--- src/rtl/aag_pkg.sv ---
package aag_pkg;

    typedef enum logic [0:0] {
        ST_IDLE = 1'b0,
        ST_READ = 1'b1
    } aag_state_e;

    localparam int unsigned AAG_PORTS = 2;

endpackage

--- src/rtl/aag_mod_add.sv ---
module aag_mod_add #(
    parameter int unsigned N_SAMP = 16,
    parameter int unsigned ADDR_W = 4
) (
    input  logic [ADDR_W-1:0] op_a,
    input  logic [ADDR_W-1:0] op_b,
    output logic [ADDR_W-1:0] sum
);
    localparam logic [ADDR_W:0] MODV = (ADDR_W+1)'(N_SAMP);

    logic [ADDR_W:0] raw;
    logic [ADDR_W:0] fix;

    // Both operands are below N, so one compare-and-subtract suffices.
    always_comb begin
        raw = {1'b0, op_a} + {1'b0, op_b};
        fix = (raw >= MODV) ? (raw - MODV) : raw;
        sum = fix[ADDR_W-1:0];
    end
endmodule

--- src/rtl/aag_seq_table.sv ---
module aag_seq_table #(
    parameter int unsigned N_SAMP    = 16,
    parameter int unsigned SEQ_DEPTH = 16,
    parameter int unsigned ADDR_W    = 4,
    parameter int unsigned PTR_W     = 4
) (
    input  logic              clk,
    input  logic              rst_n,
    input  logic              wr_en,
    input  logic [PTR_W-1:0]  wr_step,
    input  logic              wr_valid,
    input  logic              wr_pair,
    input  logic [ADDR_W-1:0] wr_idx_a,
    input  logic [ADDR_W-1:0] wr_idx_b,
    input  logic [PTR_W-1:0]  rd_step,
    output logic              rd_valid,
    output logic              rd_pair,
    output logic [ADDR_W-1:0] rd_idx_a,
    output logic [ADDR_W-1:0] rd_idx_b
);
    localparam logic [ADDR_W:0] MODV = (ADDR_W+1)'(N_SAMP);

    logic [SEQ_DEPTH-1:0]             val_q,  val_d;
    logic [SEQ_DEPTH-1:0]             pair_q, pair_d;
    logic [SEQ_DEPTH-1:0][ADDR_W-1:0] ia_q,   ia_d;
    logic [SEQ_DEPTH-1:0][ADDR_W-1:0] ib_q,   ib_d;
    logic [ADDR_W:0]                  na, nb;

    always_comb begin
        val_d  = val_q;
        pair_d = pair_q;
        ia_d   = ia_q;
        ib_d   = ib_q;
        // Fold out-of-range indices back below N on entry.
        na = ({1'b0, wr_idx_a} >= MODV) ? ({1'b0, wr_idx_a} - MODV) : {1'b0, wr_idx_a};
        nb = ({1'b0, wr_idx_b} >= MODV) ? ({1'b0, wr_idx_b} - MODV) : {1'b0, wr_idx_b};
        if (wr_en && (32'(wr_step) < SEQ_DEPTH)) begin
            val_d[wr_step]  = wr_valid;
            pair_d[wr_step] = wr_pair;
            ia_d[wr_step]   = na[ADDR_W-1:0];
            ib_d[wr_step]   = nb[ADDR_W-1:0];
        end
    end

    always_ff @(posedge clk or negedge rst_n) begin
        if (!rst_n) begin
            val_q  <= '0;
            pair_q <= '0;
            ia_q   <= '0;
            ib_q   <= '0;
        end else begin
            val_q  <= val_d;
            pair_q <= pair_d;
            ia_q   <= ia_d;
            ib_q   <= ib_d;
        end
    end

    always_comb begin
        rd_valid = 1'b0;
        rd_pair  = 1'b0;
        rd_idx_a = '0;
        rd_idx_b = '0;
        if (32'(rd_step) < SEQ_DEPTH) begin
            rd_valid = val_q[rd_step];
            rd_pair  = pair_q[rd_step];
            rd_idx_a = ia_q[rd_step];
            rd_idx_b = ib_q[rd_step];
        end
    end
endmodule

--- src/rtl/aag_bank_map.sv ---
module aag_bank_map #(
    parameter int unsigned N_SAMP = 16,
    parameter int unsigned ADDR_W = 4,
    parameter int unsigned BANK_W = 2,
    parameter int unsigned N_RD   = 2
) (
    input  logic                         clk,
    input  logic                         rst_n,
    input  logic                         wr_en,
    input  logic [ADDR_W-1:0]            wr_addr,
    input  logic [BANK_W-1:0]            wr_sel,
    input  logic [N_RD-1:0][ADDR_W-1:0]  rd_addr,
    output logic [N_RD-1:0][BANK_W-1:0]  rd_sel
);
    logic [N_SAMP-1:0][BANK_W-1:0] map_q, map_d;

    always_comb begin
        map_d = map_q;
        if (wr_en && (32'(wr_addr) < N_SAMP)) map_d[wr_addr] = wr_sel;
    end

    always_ff @(posedge clk or negedge rst_n) begin
        if (!rst_n) map_q <= '0;
        else        map_q <= map_d;
    end

    for (genvar p = 0; p < N_RD; p++) begin : g_rd
        always_comb begin
            rd_sel[p] = '0;
            if (32'(rd_addr[p]) < N_SAMP) rd_sel[p] = map_q[rd_addr[p]];
        end
    end
endmodule

--- src/rtl/ageing_addr_gen.sv ---
module ageing_addr_gen
    import aag_pkg::*;
#(
    parameter int unsigned N_SAMP    = 16,
    parameter int unsigned SEQ_DEPTH = 16,
    parameter int unsigned N_BANKS   = 4,
    localparam int unsigned ADDR_W   = (N_SAMP  > 1) ? $clog2(N_SAMP)    : 1,
    localparam int unsigned PTR_W    = (SEQ_DEPTH > 1) ? $clog2(SEQ_DEPTH) : 1,
    localparam int unsigned BANK_W   = (N_BANKS > 1) ? $clog2(N_BANKS)   : 1
) (
    input  logic              clk,
    input  logic              rst_n,
    input  logic              iter_start,
    input  logic              seq_wr_en,
    input  logic [PTR_W-1:0]  seq_wr_step,
    input  logic              seq_wr_valid,
    input  logic              seq_wr_pair,
    input  logic [ADDR_W-1:0] seq_wr_idx_a,
    input  logic [ADDR_W-1:0] seq_wr_idx_b,
    input  logic              bank_wr_en,
    input  logic [ADDR_W-1:0] bank_wr_addr,
    input  logic [BANK_W-1:0] bank_wr_sel,
    output logic              busy,
    output logic              wr_en,
    output logic [ADDR_W-1:0] wr_addr,
    output logic              rd_en_a,
    output logic [ADDR_W-1:0] rd_addr_a,
    output logic [BANK_W-1:0] rd_bank_a,
    output logic              rd_en_b,
    output logic [ADDR_W-1:0] rd_addr_b,
    output logic [BANK_W-1:0] rd_bank_b,
    output logic              conflict
);
    localparam logic [PTR_W-1:0] LAST_STEP = PTR_W'(SEQ_DEPTH - 1);

    typedef struct packed {
        aag_state_e                           state;
        logic [ADDR_W-1:0]                    rot;
        logic [PTR_W-1:0]                     step;
        logic                                 wr_en;
        logic [ADDR_W-1:0]                    wr_addr;
        logic [AAG_PORTS-1:0]                 rd_en;
        logic [AAG_PORTS-1:0][ADDR_W-1:0]     rd_addr;
        logic [AAG_PORTS-1:0][BANK_W-1:0]     rd_bank;
        logic                                 conflict;
    } gen_regs_t;

    gen_regs_t r_q, r_d;

    logic                                step_valid, step_pair;
    logic [AAG_PORTS-1:0][ADDR_W-1:0]    step_idx;
    logic [AAG_PORTS-1:0][ADDR_W-1:0]    phys_addr;
    logic [AAG_PORTS-1:0][BANK_W-1:0]    phys_bank;
    logic [ADDR_W-1:0]                   rot_next;

    aag_seq_table #(
        .N_SAMP(N_SAMP), .SEQ_DEPTH(SEQ_DEPTH), .ADDR_W(ADDR_W), .PTR_W(PTR_W)
    ) u_seq (
        .clk      (clk),
        .rst_n    (rst_n),
        .wr_en    (seq_wr_en),
        .wr_step  (seq_wr_step),
        .wr_valid (seq_wr_valid),
        .wr_pair  (seq_wr_pair),
        .wr_idx_a (seq_wr_idx_a),
        .wr_idx_b (seq_wr_idx_b),
        .rd_step  (r_q.step),
        .rd_valid (step_valid),
        .rd_pair  (step_pair),
        .rd_idx_a (step_idx[0]),
        .rd_idx_b (step_idx[1])
    );

    // Rotation advance: one sample of ageing per iteration.
    aag_mod_add #(.N_SAMP(N_SAMP), .ADDR_W(ADDR_W)) u_rot_inc (
        .op_a (r_q.rot),
        .op_b (ADDR_W'(1)),
        .sum  (rot_next)
    );

    // Index to slot translation for each concurrent read port.
    for (genvar p = 0; p < AAG_PORTS; p++) begin : g_xlate
        aag_mod_add #(.N_SAMP(N_SAMP), .ADDR_W(ADDR_W)) u_xl (
            .op_a (step_idx[p]),
            .op_b (r_q.rot),
            .sum  (phys_addr[p])
        );
    end

    aag_bank_map #(
        .N_SAMP(N_SAMP), .ADDR_W(ADDR_W), .BANK_W(BANK_W), .N_RD(AAG_PORTS)
    ) u_bank (
        .clk     (clk),
        .rst_n   (rst_n),
        .wr_en   (bank_wr_en),
        .wr_addr (bank_wr_addr),
        .wr_sel  (bank_wr_sel),
        .rd_addr (phys_addr),
        .rd_sel  (phys_bank)
    );

    always_comb begin
        r_d          = r_q;
        r_d.wr_en    = 1'b0;
        r_d.rd_en    = '0;
        r_d.conflict = 1'b0;
        unique case (r_q.state)
            ST_IDLE: begin
                if (iter_start) begin
                    r_d.rot     = rot_next;
                    r_d.wr_en   = 1'b1;
                    r_d.wr_addr = r_q.rot;   // slot of the oldest sample
                    r_d.step    = '0;
                    r_d.state   = ST_READ;
                end
            end
            ST_READ: begin
                if (!step_valid) begin
                    r_d.state = ST_IDLE;
                end else begin
                    r_d.rd_en[0]   = 1'b1;
                    r_d.rd_en[1]   = step_pair;
                    r_d.rd_addr[0] = phys_addr[0];
                    r_d.rd_bank[0] = phys_bank[0];
                    if (step_pair) begin
                        r_d.rd_addr[1] = phys_addr[1];
                        r_d.rd_bank[1] = phys_bank[1];
                    end
                    r_d.conflict = step_pair && (phys_bank[0] == phys_bank[1]);
                    if (r_q.step == LAST_STEP) begin
                        r_d.state = ST_IDLE;
                    end else begin
                        r_d.step = r_q.step + PTR_W'(1);
                    end
                end
            end
            default: r_d.state = ST_IDLE;
        endcase
    end

    always_ff @(posedge clk or negedge rst_n) begin
        if (!rst_n) begin
            r_q <= '0;
        end else begin
            r_q <= r_d;
        end
    end

    assign busy      = (r_q.state == ST_READ);
    assign wr_en     = r_q.wr_en;
    assign wr_addr   = r_q.wr_addr;
    assign rd_en_a   = r_q.rd_en[0];
    assign rd_addr_a = r_q.rd_addr[0];
    assign rd_bank_a = r_q.rd_bank[0];
    assign rd_en_b   = r_q.rd_en[1];
    assign rd_addr_b = r_q.rd_addr[1];
    assign rd_bank_b = r_q.rd_bank[1];
    assign conflict  = r_q.conflict;
endmodule

--- config.mk ---
export PLATFORM = sky130hd
export DESIGN_NAME = ageing_addr_gen
export DESIGN_NICKNAME = d
export VERILOG_FILES = /design/src/rtl/aag_pkg.sv /design/src/rtl/aag_mod_add.sv /design/src/rtl/aag_seq_table.sv /design/src/rtl/aag_bank_map.sv /design/src/rtl/ageing_addr_gen.sv
export SDC_FILE = /design/constraint.sdc
export NUM_CORES = 1
export LEC_CHECK = 0
export CAP_MARGIN = 20
export CORE_MARGIN = 4
export CORE_UTILIZATION = 65
export DETAILED_ROUTE_END_ITERATION = 6
export PLACE_DENSITY = 0.85
export SLEW_MARGIN = 10
export SYNTH_ARGS = -nofsm -noshare
export SYNTH_HDL_FRONTEND = slang
export SYNTH_SLANG_ARGS = --single-unit
--- constraint.sdc ---
create_clock -name clk -period 11.31 [get_ports clk]
set_input_delay 2.262 -clock clk [delete_from_list [all_inputs] [get_ports clk]]
set_output_delay 2.262 -clock clk [all_outputs]
set_load 0.05 [all_outputs]
==> metrics.cfg <==
[floorplanning]
pin_count=46
coreArea_mm2=0.01589
die_h_um=135.4
die_area_mm2=0.01833
rows=46
die_w_um=135.4
start_util_pct=66.41

[clocking]
clockBufferDepth=3
post_cts_resized=0
cts_setup_buffers=0
numCtsBuffers=23
cts_tree=yes
cts_hold_buffers=0
path_clk_slew_ns=0.06
cts_sinks=221
clk_latency_ns=0.50
htree_levels=1
clockRootBuffer=clkbuf_16

[timing]
tns_ns=0
worst_pin_slew_ns=1.137
skew_ns=0.01062
drv_slew=0
rsz0062_at_grt=no
relSlewSlack_pct=23.92
clock.fmax_mhz=220.3
finalWorstSetupSlack_ns=6.772
fin_crit_sh_pct=40.13
setup_violations=0
min_period_ns=4.538
hold_viol=0

[critical_path]
r2r_start=r_q[20]$_DFFE_PN0P_
arrival_ns=4.96
start_kind=register
crit_path_frequent_cell=mux2i_1
slowest_delay_ns=0.81
worstSetupEndpointType=register
crit_chain=buf_4 > mux2_2 > o21ai_0 > a21oi_1 > a22oi_1 > nand2_1 > ha_1 > fa_1 > mux4_2 > mux2i_1 > mux2i_1 > xor2_1 > nor3_2
slowest_stage=dfrtp_2
reg2reg_depth=13
r2r-end=conflict$_DFF_PN0_
crit_type=reg2reg
cp_max_fo=33
required_ns=11.74
rrSetupSlack_ns=6.77

[yosys]
syn_inst=725
synth_fp_nets=760
synth.distinct_cells=38
ys_ff_latch=221
synth.top_cell.area_share_pct=52.43
yosysWarnings=0
synth_area_leaders=dfrtp_1 (52%), mux2_2 (22%), mux4_2 (8.5%)
yosys.area.top_type=dfrtp_1
syn_area_mm2=0.01055
seq_area_frac_synth_pct=52.43
syn_area_per_cell_um2=14.55

[cells_and_area]
layout.nets=785
area_growth_pct=12.03
final_common_cell=dfrtp_1
layout-drive-gt1-share_pct=39.03
mostFrequentLayoutCells=dfrtp_1 (220), mux2_2 (206), clkdlybuf4s50_1 (44), mux4_2 (40), nand2_1 (35)
num_antenna_cells=0

[outcome]
status=finished clean

[power_and_ir_drop]
p_comb_share_pct=40.7
ir_drop_v=0.0001737
pwr-share-seq_pct=35.7
switchingPower_w=0.001101
clockPowerShare_pct=23.5
internal_power_w=0.002103
leakage_nw=5.081
powerDensity_mw_per_mm2=271.1
p_sw_share_pct=34.37

[worst_hold_path]
hold_start=wr_addr[0]$_DFFE_PN0P_
hold-path-cell-count=2
hp-class=reg2reg
hold_end=wr_addr[0]$_DFFE_PN0P_

[place]
pre_cts_ws_ns=6.714
portBuffers=45
dpl.hpwl_mm=15.50
place_congestion=0.8664

[global_routing]
grt-ovfl-total=0
grt_max_degree=92
first_global_vias=6895
grt_usage_pct=26.69
antenna_found_initial=0
grt_pass1_wl_mm=38.23

[run]
cap_violations=0

[routing]
viasPerCell=6.373
postRouteAntennaNets=0
dr.pass1.iters=5
routedWlPerCell_um=23.69
dr.first_iter.drc_count=501
num_vias=6258
drc=0
drt_wl_total_mm=23.26

==> how the worst max path moves through the flow <==
stage                              from                    endpoint  slack, ns  depth (start not counted)
floorplan           r_q[21]$_DFFE_PN0P_    rd_bank_a[0]$_DFFE_PN0P_       7.64                         13
global placement         seq_wr_step[0]  u_seq.ia_q[25]$_DFFE_PN0P_       6.79                          4
detailed placement                rst_n  u_seq.ia_q[56]$_DFFE_PN0P_       6.71                          3
CTS                 r_q[20]$_DFFE_PN0P_          conflict$_DFF_PN0_       6.76                         13
global route        r_q[20]$_DFFE_PN0P_          conflict$_DFF_PN0_       6.45                         13
finish              r_q[20]$_DFFE_PN0P_          conflict$_DFF_PN0_       6.77                         13
==> cell families after synthesis <==
| logic type | after synthesis | synth area share (%) |
|---|---|---|
| AND/OR/NAND/NOR | 98 | 4.638 |
| buffers and inverters | 58 | 2.894 |
| AO/OA/AOI/OAI | 42 | 2.479 |
| multiplexers | 285 | 35.18 |
| flip-flops | 221 | 52.43 |
| XOR/XNOR | 11 | 1.056 |
| adder cells (fa/ha/maj) | 10 | 1.328 |
==> metrics by stage <==
stage / power, W / cell area (µm²) / hold WS [ns] / utilization [%] / instances
final: 0.003204 / 11820 / 0.4722 / 74.39 / 982
after global routing: 0.003359 / 11820 / 0.5149 / 74.39 / 982
after CTS: 0.003213 / 11800 / 0.4767 / 74.28 / 980
after detailed placement: 0.002455 / 11050 / 0.4614 / 69.54 / 939
after global placement: 0.002388 / 11020 / 0.4592 / 69.40 / 937
after floorplan: 0.002160 / 10550 / 0.4471 / - / 725
==> power by group through the flow <==
stage,Combinational (W),Clock (W),Sequential (W)
after floorplan,0.00105,0,0.00111
after global placement,0.00125,0,0.00114
after detailed placement,0.00130,0,0.00115
after CTS,0.00131,0.000759,0.00114
after global routing,0.00139,0.000796,0.00117
final,0.00131,0.000754,0.00114
==> layout make-up <==
class | count | area (µm²)
Sequential cell | 221 | 5532
Multi-Input combinational cell | 446 | 4713
Fill cell | 998 | 4068
Clock buffer | 34 | 666.9
Timing Repair Buffer | 54 | 533.0
Tap cell | 216 | 270.3
Clock inverter | 7 | 85.08
Inverter | 4 | 17.52
==> registers in the layout, summed over array words and instances, names as in the netlist <==
register / flops
wr_addr: 4
wr_en: 1
u_seq.val_q: 16
u_seq.pair_q: 16
busy: 1
rd_addr_a: 4
rd_en_b: 1
rd_en_a: 1
u_seq.ia_q: 64
rd_addr_b: 4
u_bank.map_q: 32
rd_bank_b: 2
rd_bank_a: 2
u_seq.ib_q: 64
conflict: 1
r_q: 8
==> cell usage after synthesis (all sizes together) <==
| master | n |
|---|---|
| a21o | 2 |
| nor3 | 1 |
| mux2i | 31 |
| a22oi | 8 |
| buf | 26 |
| and2 | 1 |
| a221oi | 6 |
| a21oi | 9 |
| clkinv | 1 |
| nand3b | 7 |
| or3 | 5 |
| nor3b | 2 |
| nand4 | 1 |
| a311oi | 1 |
| nor2b | 4 |
| nor2 | 22 |
| clkbuf | 28 |
| inv | 3 |
| xor2 | 4 |
| nand2b | 7 |
| mux2 | 208 |
| nand3 | 9 |
| nand2 | 37 |
| ha | 8 |
| o21ai | 16 |
| and3 | 2 |
| mux4 | 46 |
| dfrtp | 221 |
| fa | 2 |
| xnor2 | 7 |
==> layer usage <==
metal  track usage [%]  part of all wire, %  wire length, µm
met4             6.551                  2.6              612
met5                 0                    0                0
met1             36.98                   41             9538
met2             44.72                   50            11640
met3             4.718                  6.3             1468
==> worst max-delay path: cells and delay by family, from the launching register on <==
family                   cells  cell delay (ns)
XOR/XNOR                     1             0.17
AND/OR/NAND/NOR              2             0.25
adder cells (fa/ha/maj)      2             0.97
flip-flops                   1             0.81
buffers and inverters        1             0.61
AO/OA/AOI/OAI                3             0.53
multiplexers                 4             1.07
(Power assumes the default switching activity.)
